--- config.mk ---
export PLATFORM = sky130hd
export DESIGN_NAME = codec_verb_loader
export DESIGN_NICKNAME = d
export VERILOG_FILES = /design/src/rtl/cvl_pkg.sv /design/src/rtl/cvl_tick_counter.sv /design/src/rtl/cvl_cmd_port.sv /design/src/rtl/codec_verb_loader.sv
export SDC_FILE = /design/constraint.sdc
export NUM_CORES = 1
export LEC_CHECK = 0
export ABC_AREA = 0
export BUFFER_PORTS_ARGS = -buffer_cell sky130_fd_sc_hd__buf_2
export CELL_PAD_IN_SITES_DETAIL_PLACEMENT = 1
export CELL_PAD_IN_SITES_GLOBAL_PLACEMENT = 1
export CORE_ASPECT_RATIO = 1.75
export CORE_MARGIN = 8
export CORE_UTILIZATION = 46
export DETAILED_ROUTE_END_ITERATION = 6
export GPL_ROUTABILITY_DRIVEN = 0
export PLACE_DENSITY = 0.81
export SLEW_MARGIN = 20
export SYNTH_ARGS = -nofsm -noshare
export SYNTH_HDL_FRONTEND = slang
export SYNTH_SLANG_ARGS = --single-unit
export TNS_END_PERCENT = 20
--- constraint.sdc ---
create_clock -name clk -period 3.7 [get_ports clk]
set_input_delay 0.185 -clock clk [delete_from_list [all_inputs] [get_ports clk]]
set_output_delay 0.185 -clock clk [all_outputs]
set_load 0.03 [all_outputs]
--- src/rtl/cvl_pkg.sv ---
package cvl_pkg;

    typedef enum logic [3:0] {
        S_IDLE,
        S_SETTLE,
        S_CODEC_SEL,
        S_CMD_GO,
        S_CMD_WAIT,
        S_FIND_HDR,
        S_FIND_ID,
        S_FIND_CNT,
        S_FETCH,
        S_LATCH,
        S_NEXT_CODEC,
        S_DONE
    } top_state_t;

    typedef enum logic [1:0] {
        PH_ID,
        PH_VERB,
        PH_COMMON
    } phase_t;

    typedef enum logic [2:0] {
        C_IDLE,
        C_READY,
        C_WRITE,
        C_LAUNCH,
        C_VALID
    } port_state_t;

    localparam logic [27:0] QUERY_TAIL = 28'h00F_0000;

    function automatic logic [31:0] id_query(input logic [1:0] addr);
        return {2'b00, addr, QUERY_TAIL};
    endfunction

endpackage

--- src/rtl/cvl_tick_counter.sv ---
module cvl_tick_counter #(
    parameter int unsigned LIMIT = 1000
) (
    input  logic clk,
    input  logic rst_n,
    input  logic clr,
    input  logic tick,
    output logic expired
);
    localparam int CW = $clog2(LIMIT + 2);

    logic [CW-1:0] cnt_q;

    always_ff @(posedge clk or negedge rst_n) begin
        if (!rst_n)
            cnt_q <= '0;
        else if (clr)
            cnt_q <= '0;
        else if (tick && (cnt_q != CW'(LIMIT)))
            cnt_q <= cnt_q + 1'b1;
    end

    assign expired = (cnt_q == CW'(LIMIT));

    // the poll count never runs past its limit
    a_r6_count_bounded: assert property (@(posedge clk) disable iff (!rst_n)
        cnt_q <= CW'(LIMIT));

endmodule

--- src/rtl/cvl_cmd_port.sv ---
module cvl_cmd_port
    import cvl_pkg::*;
#(
    parameter int unsigned POLL_LIMIT = 1000
) (
    input  logic clk,
    input  logic rst_n,
    input  logic go,
    input  logic tick,
    input  logic busy_i,
    input  logic valid_i,
    output logic cmd_write,
    output logic cmd_launch,
    output logic ok,
    output logic tmo
);
    port_state_t st_q, st_d;
    logic        expired;
    logic        waiting;
    logic        accepted;

    assign waiting  = (st_q == C_READY) || (st_q == C_VALID);
    assign accepted = valid_i && !busy_i;

    cvl_tick_counter #(.LIMIT(POLL_LIMIT)) u_poll (
        .clk     (clk),
        .rst_n   (rst_n),
        .clr     (!waiting),
        .tick    (tick),
        .expired (expired)
    );

    always_ff @(posedge clk or negedge rst_n) begin
        if (!rst_n) st_q <= C_IDLE;
        else        st_q <= st_d;
    end

    always_comb begin
        st_d = st_q;
        unique case (st_q)
            C_IDLE:   if (go) st_d = C_READY;
            C_READY:  if (!busy_i) st_d = C_WRITE;
                      else if (expired) st_d = C_IDLE;
            C_WRITE:  st_d = C_LAUNCH;
            C_LAUNCH: st_d = C_VALID;
            C_VALID:  if (accepted || expired) st_d = C_IDLE;
            default:  st_d = C_IDLE;
        endcase
    end

    always_comb begin
        cmd_write  = (st_q == C_WRITE);
        cmd_launch = (st_q == C_LAUNCH);
        ok         = (st_q == C_VALID) && accepted;
        tmo        = ((st_q == C_READY) && busy_i && expired) ||
                     ((st_q == C_VALID) && !accepted && expired);
    end

    // launch comes exactly one cycle after the write
    a_r5_launch_after_write: assert property (@(posedge clk) disable iff (!rst_n)
        cmd_launch |-> $past(cmd_write));
    // a write only follows a cycle in which busy was seen low
    a_r5_write_after_idle: assert property (@(posedge clk) disable iff (!rst_n)
        cmd_write |-> !$past(busy_i));
    // success and timeout are exclusive
    a_r6_ok_tmo_excl: assert property (@(posedge clk) disable iff (!rst_n)
        !(ok && tmo));

endmodule

--- src/rtl/codec_verb_loader.sv ---
module codec_verb_loader
    import cvl_pkg::*;
#(
    parameter int unsigned TABLE_WORDS  = 64,
    parameter int unsigned COMMON_WORDS = 4,
    parameter int unsigned POLL_LIMIT   = 1000,
    parameter int unsigned SETTLE_TICKS = 4,
    parameter int          ROM_AW       = $clog2(TABLE_WORDS + COMMON_WORDS + 1)
) (
    input  logic              clk,
    input  logic              rst_n,
    input  logic              start_i,
    input  logic              tick_us_i,
    input  logic [3:0]        presence_i,
    output logic              link_run_o,
    output logic [31:0]       cmd_data_o,
    output logic              cmd_write_o,
    output logic              cmd_launch_o,
    input  logic              cmd_busy_i,
    input  logic              cmd_valid_i,
    input  logic [31:0]       resp_i,
    output logic [ROM_AW-1:0] rom_addr_o,
    input  logic [31:0]       rom_data_i,
    output logic              done_o,
    output logic              error_o,
    output logic              no_codec_o,
    output logic [3:0]        loaded_mask_o
);
    localparam bit          HAS_COMMON = (COMMON_WORDS > 0);
    localparam logic [31:0] TW         = 32'(TABLE_WORDS);
    localparam logic [31:0] LAST_CW    = 32'(COMMON_WORDS) - 32'd1;

    top_state_t  state_q, state_d;
    phase_t      phase_q;
    logic [1:0]  idx_q;
    logic [3:0]  mask_q;
    logic [31:0] id_q;
    logic [31:0] ptr_q;
    logic        match_q;
    logic [31:0] vptr_q;
    logic [31:0] vleft_q;
    logic [31:0] cidx_q;
    logic [31:0] cmd_q;
    logic        link_q;
    logic        err_q;
    logic        noc_q;
    logic [3:0]  loaded_q;

    logic        cmd_go;
    logic        cmd_ok;
    logic        cmd_tmo;
    logic        settle_done;
    logic        table_end;
    logic        cnt_too_big;
    logic        last_verb;
    logic        last_common;
    logic [31:0] body_words;

    assign table_end   = (ptr_q + 32'd3) > TW;
    assign cnt_too_big = rom_data_i >= TW;
    assign body_words  = {rom_data_i[29:0], 2'b00};
    assign last_verb   = (vleft_q == 32'd1);
    assign last_common = (cidx_q == LAST_CW);

    // ---------------- sub-blocks ----------------
    cvl_tick_counter #(.LIMIT(SETTLE_TICKS)) u_settle (
        .clk     (clk),
        .rst_n   (rst_n),
        .clr     (state_q != S_SETTLE),
        .tick    (tick_us_i),
        .expired (settle_done)
    );

    cvl_cmd_port #(.POLL_LIMIT(POLL_LIMIT)) u_port (
        .clk        (clk),
        .rst_n      (rst_n),
        .go         (cmd_go),
        .tick       (tick_us_i),
        .busy_i     (cmd_busy_i),
        .valid_i    (cmd_valid_i),
        .cmd_write  (cmd_write_o),
        .cmd_launch (cmd_launch_o),
        .ok         (cmd_ok),
        .tmo        (cmd_tmo)
    );

    // ---------------- state register ----------------
    always_ff @(posedge clk or negedge rst_n) begin
        if (!rst_n) state_q <= S_IDLE;
        else        state_q <= state_d;
    end

    // ---------------- next state ----------------
    always_comb begin
        state_d = state_q;
        unique case (state_q)
            S_IDLE:
                if (start_i) state_d = S_SETTLE;
            S_SETTLE:
                if (settle_done)
                    state_d = (presence_i[3:0] == 4'd0) ? S_DONE : S_CODEC_SEL;
            S_CODEC_SEL:
                state_d = mask_q[idx_q] ? S_CMD_GO : S_NEXT_CODEC;
            S_CMD_GO:
                state_d = S_CMD_WAIT;
            S_CMD_WAIT:
                if (cmd_ok) begin
                    unique case (phase_q)
                        PH_ID:     state_d = S_FIND_HDR;
                        PH_VERB:   state_d = last_verb ? S_NEXT_CODEC : S_FETCH;
                        PH_COMMON: state_d = last_common ? S_DONE : S_FETCH;
                        default:   state_d = S_DONE;
                    endcase
                end else if (cmd_tmo) begin
                    state_d = (phase_q == PH_COMMON) ? S_DONE : S_NEXT_CODEC;
                end
            S_FIND_HDR:
                state_d = table_end ? S_NEXT_CODEC : S_FIND_ID;
            S_FIND_ID:
                state_d = S_FIND_CNT;
            S_FIND_CNT:
                if (cnt_too_big)                          state_d = S_NEXT_CODEC;
                else if (match_q && rom_data_i == 32'd0)  state_d = S_NEXT_CODEC;
                else if (match_q)                         state_d = S_FETCH;
                else                                      state_d = S_FIND_HDR;
            S_FETCH:
                state_d = S_LATCH;
            S_LATCH:
                state_d = S_CMD_GO;
            S_NEXT_CODEC:
                if (idx_q != 2'd0)   state_d = S_CODEC_SEL;
                else if (HAS_COMMON) state_d = S_FETCH;
                else                 state_d = S_DONE;
            S_DONE:
                state_d = S_IDLE;
            default:
                state_d = S_IDLE;
        endcase
    end

    // ---------------- datapath registers ----------------
    always_ff @(posedge clk or negedge rst_n) begin
        if (!rst_n) begin
            phase_q  <= PH_ID;
            idx_q    <= 2'd3;
            mask_q   <= 4'd0;
            id_q     <= '0;
            ptr_q    <= '0;
            match_q  <= 1'b0;
            vptr_q   <= '0;
            vleft_q  <= '0;
            cidx_q   <= '0;
            cmd_q    <= '0;
            link_q   <= 1'b0;
            err_q    <= 1'b0;
            noc_q    <= 1'b0;
            loaded_q <= 4'd0;
        end else begin
            unique case (state_q)
                S_IDLE:
                    if (start_i) begin
                        link_q   <= 1'b1;
                        err_q    <= 1'b0;
                        noc_q    <= 1'b0;
                        loaded_q <= 4'd0;
                        idx_q    <= 2'd3;
                        phase_q  <= PH_ID;
                    end
                S_SETTLE:
                    if (settle_done) begin
                        mask_q <= presence_i;
                        if (presence_i == 4'd0) begin
                            link_q <= 1'b0;
                            noc_q  <= 1'b1;
                        end
                    end
                S_CODEC_SEL:
                    if (mask_q[idx_q]) begin
                        cmd_q   <= id_query(idx_q);
                        phase_q <= PH_ID;
                    end
                S_CMD_WAIT:
                    if (cmd_ok) begin
                        unique case (phase_q)
                            PH_ID: begin
                                id_q  <= resp_i;
                                ptr_q <= '0;
                            end
                            PH_VERB:
                                if (last_verb) loaded_q[idx_q] <= 1'b1;
                                else begin
                                    vptr_q  <= vptr_q + 32'd1;
                                    vleft_q <= vleft_q - 32'd1;
                                end
                            PH_COMMON:
                                cidx_q <= cidx_q + 32'd1;
                            default: ;
                        endcase
                    end else if (cmd_tmo) begin
                        err_q <= 1'b1;
                    end
                S_FIND_HDR:
                    if (table_end) loaded_q[idx_q] <= 1'b1;
                S_FIND_ID:
                    match_q <= (rom_data_i == id_q);
                S_FIND_CNT:
                    if (cnt_too_big || (match_q && rom_data_i == 32'd0)) begin
                        loaded_q[idx_q] <= 1'b1;
                    end else if (match_q) begin
                        vptr_q  <= ptr_q + 32'd3;
                        vleft_q <= body_words;
                        phase_q <= PH_VERB;
                    end else begin
                        ptr_q <= ptr_q + body_words + 32'd3;
                    end
                S_LATCH:
                    cmd_q <= rom_data_i;
                S_NEXT_CODEC:
                    if (idx_q != 2'd0) begin
                        idx_q <= idx_q - 2'd1;
                    end else if (HAS_COMMON) begin
                        phase_q <= PH_COMMON;
                        cidx_q  <= '0;
                    end
                default: ;
            endcase
        end
    end

    // ---------------- outputs ----------------
    always_comb begin
        cmd_go        = (state_q == S_CMD_GO);
        done_o        = (state_q == S_DONE);
        link_run_o    = link_q;
        error_o       = err_q;
        no_codec_o    = noc_q;
        loaded_mask_o = loaded_q;
        cmd_data_o    = cmd_q;
        unique case (state_q)
            S_FIND_HDR: rom_addr_o = ROM_AW'(ptr_q);
            S_FIND_ID:  rom_addr_o = ROM_AW'(ptr_q + 32'd2);
            S_FETCH:    rom_addr_o = (phase_q == PH_COMMON) ? ROM_AW'(TW + cidx_q)
                                                            : ROM_AW'(vptr_q);
            default:    rom_addr_o = '0;
        endcase
    end

    // ---------------- assertions ----------------
    // no command is written while the link is held in reset
    a_r5_cmd_needs_link: assert property (@(posedge clk) disable iff (!rst_n)
        cmd_write_o |-> link_run_o);
    // done lasts one cycle
    a_r10_done_single: assert property (@(posedge clk) disable iff (!rst_n)
        done_o |=> !done_o);
    // a no-codec result leaves the link in reset with nothing loaded
    a_r2_no_codec_quiet: assert property (@(posedge clk) disable iff (!rst_n)
        no_codec_o |-> (!link_run_o && loaded_mask_o == 4'd0));
    // a handshake timeout is flagged in the next cycle
    a_r6_timeout_flags_error: assert property (@(posedge clk) disable iff (!rst_n)
        cmd_tmo |=> error_o);
    // error only clears on a start taken in idle
    a_r10_error_sticky: assert property (@(posedge clk) disable iff (!rst_n)
        $fell(error_o) |-> $past(start_i));

endmodule

==> reports/metrics.yaml, run 1 <==
rows: 80
clk_latency_ns: 0.53
fin_crit_sh_pct: 91.28
outcome: "complete, no violations"
reg2reg_from: "ptr_q[1]"
syn-num-nets: 1548
endpoint: "loaded_mask_o[1]"
fin_skew_ns: 0.01452
ant_nets: 0
final_nets: 1699
rr_worst_depth: 10
vias: 12040
fin_ws_ns: 0.3225
grt_pass1_vias: 13290
seqPwrFrac_pct: 38.7
yosysSeqAreaShare_pct: 40.17
synth-edff-count: 0
slew-limit-headroom_pct: 38.18
cpPeakStageDelay_ns: 0.57
path_clk_slew_ns: 0.07
synth_area_leaders: "dfrtp_1 40%, nand2_1 5.8%, o21ai_0 5.5%"
grt_pass1_wl_um: 73440
wl_per_cell_um: 23.75
diodes: 0
synthArstFlopShare_pct: 100.0
synth.avg_cell_area_um2: 8.854
fmax_ghz: 0.2961
cts_root_buf: "clkbuf_16"
crit_type: "register to register"
drv_slew: 0
finalWirelength_um: 46640
crit_cells: 10
crit_fanout: 9
crit_path_start: "ptr_q[1]"
placed_area_mm2: 0.01367
swShare_pct: 40.05
hold_viol_final: 0
r2r_slack_ns: 0.32
cp-start-kind: "register"
h-tree-depth: 1
end_kind: "register"
drc_errors: 0
holdCritPathClass: "primary input to register"
routed_via_density: 6.130
dp_hpwl_um: 32100
die_w_um: 141.4
arrival_ns: 3.75
grt_use_total_pct: 27.98
p_clk_share_pct: 28.7
syn_to_final_growth_pct: 17.41
yosys.area.top_type: "dfrtp_1"
syn-cell-area_mm2: 0.01265
fin_tns_setup_ns: 0
tightest_slew_ns: 0.9273
cts_made_buffers: 21
drive_above_1_share_pct: 16.68
port_buffers: 122
grt_antenna_before_repair: 2
cts_buffer_depth: 3
crit_slowest_cell: "nor3b_2"
dieArea_mm2: 0.03328
path_cells: "inv_1 > ha_1 > nand2b_1 > nor4_4 > xnor2_1 > a41oi_1 > a211oi_1 > nand4b_1 > nor3b_2 > o21ai_0"
clock_sinks: 203
max-cap-violations: 0
io_pins: 123
netlist_instances: 1429
path_buf_inv: 1
dominantRegCellSynth: "dfrtp_1"
powerDensity_mw_per_mm2: 546.1
cts_tree: "yes"
yosysWarnings: 0
synth.top_cell.area_share_pct: 39.75
p_int_uw: 4863
ir_drop_uv: 566.2
grt_max_degree: 107
r2r_end: "loaded_mask_o[1]"
overflow: 0
rsz0062_at_grt: "no"
p_switching_uw: 3249
setup_viol_count_final: 0
dr.first_iter.drc_count: 786
ys_ff_latch: 203
pre_cts_ws_ns: 0.3551
yosys.cell_count.top_type: "dfrtp_1"
cp_top_family: "simple AND/OR/NAND/NOR gates"
comb_power_share_pct: 32.6
placedCellCount: 1881
final_area_mm2: 0.01486
start_util_pct: 46.64
fin_cells: 1964
core_mm2: 0.02713
crit_required_ns: 4.08
synth_common_cells: "201 x dfrtp_1, 196 x nand2_1, 138 x o21ai_0"
fin_crit_ns: 3.378
die_h_um: 235.4
ys_types: 84
p_leak_uw: 0.006827
drtPass1Iterations: 5
[cells by family (layout without fill, tap and decap cells)]
group / Yosys count / in the layout / share of synthesized area (%)
simple gates: 570 / 570 / 22.98
xor+xnor: 108 / 108 / 7.476
compound gates: 357 / 357 / 17.25
fa+ha+maj: 46 / 46 / 4.529
buf+inv: 93 / 259 / 3.016
flops: 203 / 203 / 40.17
mux: 52 / 52 / 4.579
[worst reg2reg max path, delay by kind of cell (launching register included)]
family / cells / cell delay (ns)
adder cells (fa/ha/maj): 1 / 0.26
buffers and inverters: 1 / 0.14
AND/OR/NAND/NOR: 4 / 1.48
XOR/XNOR: 1 / 0.18
AO/OA/AOI/OAI: 3 / 0.67
flip-flops: 1 / 0.50
[sequential cells by signal (all words and copies together), names as in the netlist]
| name | flops |
|---|---|
| error_o | 1 |
| idx_q | 2 |
| ptr_q | 32 |
| id_q | 32 |
| mask_q | 4 |
| vleft_q | 32 |
| no_codec_o | 1 |
| cidx_q | 32 |
| u_settle.cnt_q | 3 |
| phase_q | 2 |
| u_port.u_poll.cnt_q | 10 |
| vptr_q | 7 |
| link_run_o | 1 |
| match_q | 1 |
| state_q | 4 |
| u_port.st_q | 3 |
| cmd_data_o | 32 |
| loaded_mask_o | 4 |
[metrics by stage]
stage | hold WS (ns) | power, uW | utilization (%)
final | 0.02501 | 8112 | 54.76
after global routing | 0.01601 | 8492 | 54.76
after CTS | 0.001993 | 8075 | 54.75
after detailed placement | 0.3724 | 5665 | 50.41
after global placement | 0.3767 | 5547 | 50.41
after floorplan | -0.1106 | 4736 | -
[timing repair]
item,4_1_cts,5_1_grt
hold buffers,45,0
buffers inserted,0,0
resized for setup,0,0
hold endpoints to repair,146,0
[cell usage in the layout (no fill, tap or decap), types with 14 or more instances in the layout]
cell type	instances
nand3_1	42
inv_1	30
nor3_1	31
mux2i_1	14
nor4_1	24
clkbuf_16	21
xor2_1	63
nand4_1	42
nand2_1	194
xnor2_1	45
nand2b_1	17
o21ai_0	138
dlygate4sd3_1	45
buf_2	121
and3_1	19
o31ai_1	14
mux2_2	37
nor2_1	118
ha_1	45
dfrtp_1	201
a21oi_1	94
buf_4	23
a21o_1	14
[power groups by stage]
stage          combinational [uW]  clock [uW]  sequential [uW]
2_1_floorplan                1370           0             3370
3_3_place_gp                 2430           0             3110
3_5_place_dp                 2530           0             3140
4_1_cts                      2600        2360             3110
5_1_grt                      2880        2430             3180
6_report                     2640        2330             3140
[how the worst min path moves through the flow]
stage               slack, ns           start  cells after the start                      to
floorplan               -0.11           rst_n                      0               cidx_q[0]
global placement         0.38           rst_n                      1               mask_q[1]
detailed placement       0.37           rst_n                      1               mask_q[1]
CTS                     0.002  rom_data_i[11]                      3          cmd_data_o[11]
global route             0.02   rom_data_i[4]                      3           cmd_data_o[4]
finish                   0.03       tick_us_i                      3  u_port.u_poll.cnt_q[1]
[metal layers]
layer  GRT usage (%)  share of wire (%)  vias to the layer above
met5               0                  0                        -
met4           17.18                6.4                        0
met3           4.264                4.6                      148
met2           52.92                 54                      388
met1           27.75                 35                     6051
li1                -                  -                     5452
[cell type report]
cell class / instances / area, um^2
fillers: 3141 / 12270
multi-input cells: 1133 / 7208
flip-flops and latches: 203 / 5082
repair buffers: 191 / 1262
clock buffers: 26 / 584.3
well taps: 369 / 461.7
clock inverters: 12 / 143.9
inverters: 30 / 112.6
Note: power is estimated with default switching activity, not from simulation.
==> run 2: changes to the inputs <==
- PLACE_DENSITY: 0.81 -> 0.82
- SYNTH_HIERARCHICAL: not set -> 1
==> run 2 against run 1 <==
  * Total power rose by 4.6%
  * Global-route usage grew 0.74 points
  * Die area barely moved
  * Combinational power rose by 11%
  * Register-to-register slack improved by 0.03 ns
  * Sequential cell count did not move
  * Clock skew rose by 0.0026 ns
  * Non-clock buffer count grew 3
  * Cell area is 0.51% higher
  * Largest cell class unchanged
==> reports/metrics.yaml, run 2 <==
dp_hpwl_um: 32910
grt_antenna_before_repair: 1
clk_latency_ns: 0.53
cts_tree: "yes"
synth_common_cells: "201 x dfrtp_1, 126 x nor2_1, 113 x nand2_1"
regArea_mm2: 0.005082
holdCritPathClass: "primary input to register"
crit_fanout: 19
h-tree-depth: 1
crit_type: "primary input to register"
syn_to_final_growth_pct: 17.95
ys_ff_latch: 203
slew-limit-headroom_pct: 38.13
final_nets: 1675
fillers: 3191
synthArstFlopShare_pct: 100.0
port_buffers: 122
ant_nets: 0
clock_sinks: 203
drtPass1Iterations: 5
fin_tns_setup_ns: 0
final_cell_mix: "201 x dfrtp_1, 123 x nor2_1, 121 x buf_2"
synth.avg_cell_area_um2: 9.055
outcome: "complete, no violations"
grt_pass1_vias: 13370
hold_slack_ns: 0.04711
synth-edff-count: 0
dr.first_iter.drc_count: 762
core_mm2: 0.02723
ys_types: 86
synth_area_leaders: "dfrtp_1 40%, ha_1 4.4%, o21ai_0 3.8%"
vias: 12140
yosysWarnings: 6
cpPeakStageDelay_ns: 0.65
postCtsSetupBuffers: 0
final_common_cell: "dfrtp_1"
io_pins: 123
path_clk_slew_ns: 0.06
path_cells: "dlygate4sd3_1 > buf_2 > nor4_1 > nand3_1 > a311oi_1 > and3_1 > o21a_1 > buf_4 > nand2_1 > a22o_1"
synth.top_cell.area_share_pct: 39.74
ir_drop_uv: 443.0
crit_slowest_cell: "a311oi_1"
cts_buffer_depth: 3
grt_pass1_wl_um: 75420
hold_buffers: 42
end_kind: "register"
max-cap-violations: 0
drive_above_1_share_pct: 16.73
hold_viol_final: 0
syn-cell-area_mm2: 0.01266
dieArea_mm2: 0.03329
wl_per_cell_um: 24.57
rows: 80
drv_slew: 0
routed_via_density: 6.250
finalWirelength_um: 47710
die_h_um: 235.4
fin_util_pct: 54.84
setup_viol_count_final: 0
dominantRegCellSynth: "dfrtp_1"
yosysSeqAreaShare_pct: 40.15
grt_use_total_pct: 28.72
tightest_slew_ns: 0.9280
arrival_ns: 3.82
cp-start-kind: "primary input"
die_w_um: 141.4
drc_errors: 0
fin_crit_ns: 3.411
p_leak_uw: 0.006711
fmax_ghz: 0.2932
crit_required_ns: 4.11
cts_root_buf: "clkbuf_16"
cts_resized: 0
start_util_pct: 46.49
grt_max_degree: 105
yosys.area.top_type: "dfrtp_1"
cts_made_buffers: 22
overflow: 0
fin_crit_sh_pct: 92.18
rsz0062_at_grt: "no"
netlist_instances: 1398
powerDensity_mw_per_mm2: 568.3
yosys.cell_count.top_type: "dfrtp_1"
multi_input_area_mm2: 0.007194
syn-num-nets: 1517
fin_skew_ns: 0.01713
run 2: cells by family after synthesis:
group           share of synthesized area, %
xor+xnor                               6.227
compound gates                         19.62
simple gates                           21.37
buf+inv                                3.153
fa+ha+maj                              4.448
flops                                  40.15
mux                                    5.031
run 2: where the power goes:
part	leakage, uW	switching [uW]	total (uW)	internal (uW)
Clock	0.000384	978	2450	1470
Sequential	0.00273	458	3100	2650
Combinational	0.00360	1890	2930	1050
run 2: final cells by class:
cell class	count	share of cell area, %
multi-input cells	1100	48.19
clock inverters	5	0.6704
repair buffers	194	8.556
inverters	35	0.8799
diodes	1	0.01676
clock buffers	35	4.559
well taps	369	3.092
flip-flops and latches	203	34.04
run 2: through the flow:
| step | setup WS [ns] | total power (uW) | cells | area (um^2) |
|---|---|---|---|---|
| final | 0.2894 | 8485 | 1942 | 14930 |
| after floorplan | 0.8249 | 4902 | 1398 | 12660 |
| after global routing | 0.1643 | 8857 | 1942 | 14930 |
| after detailed placement | 0.4096 | 5912 | 1859 | 13730 |
| after CTS | 0.3829 | 8408 | 1941 | 14930 |
| after global placement | 0.5482 | 5785 | 1859 | 13730 |
run 2: worst paths after layout:
path / slack [ns] / cells past startpoint / endpoint / startpoint
hold / removal: 0.05 / 2 / cmd_data_o[6] / rom_data_i[6]
setup / recovery: 0.29 / 10 / vptr_q[5] / rom_data_i[17]
hold reg to reg: 0.49 / 2 / link_run_o / link_run_o
max in group asynchronous: 2.40 / 3 / ptr_q[19] / rst_n
min in group asynchronous: 0.32 / 2 / u_port/u_poll/cnt_q[4] / rst_n
setup reg to reg: 0.35 / 10 / cidx_q[31] / u_port/st_q[1]
run 2: routing by layer:
| metal | vias up | track usage, % | wire, um |
|---|---|---|---|
| met5 | - | 0 | 0 |
| li1 | 5480 | - | - |
| met1 | 6042 | 29.02 | 16570 |
| met4 | 0 | 18.35 | 3313 |
| met2 | 431 | 53.33 | 25420 |
| met3 | 185 | 4.447 | 2407 |
run 2: worst max-delay path: cells and delay by family:
| family | cells | cell delay [ns] |
|---|---|---|
| buffers and inverters | 3 | 1.00 |
| and+or+nand+nor | 4 | 1.08 |
| AOI/OAI and AO/OA | 3 | 1.53 |
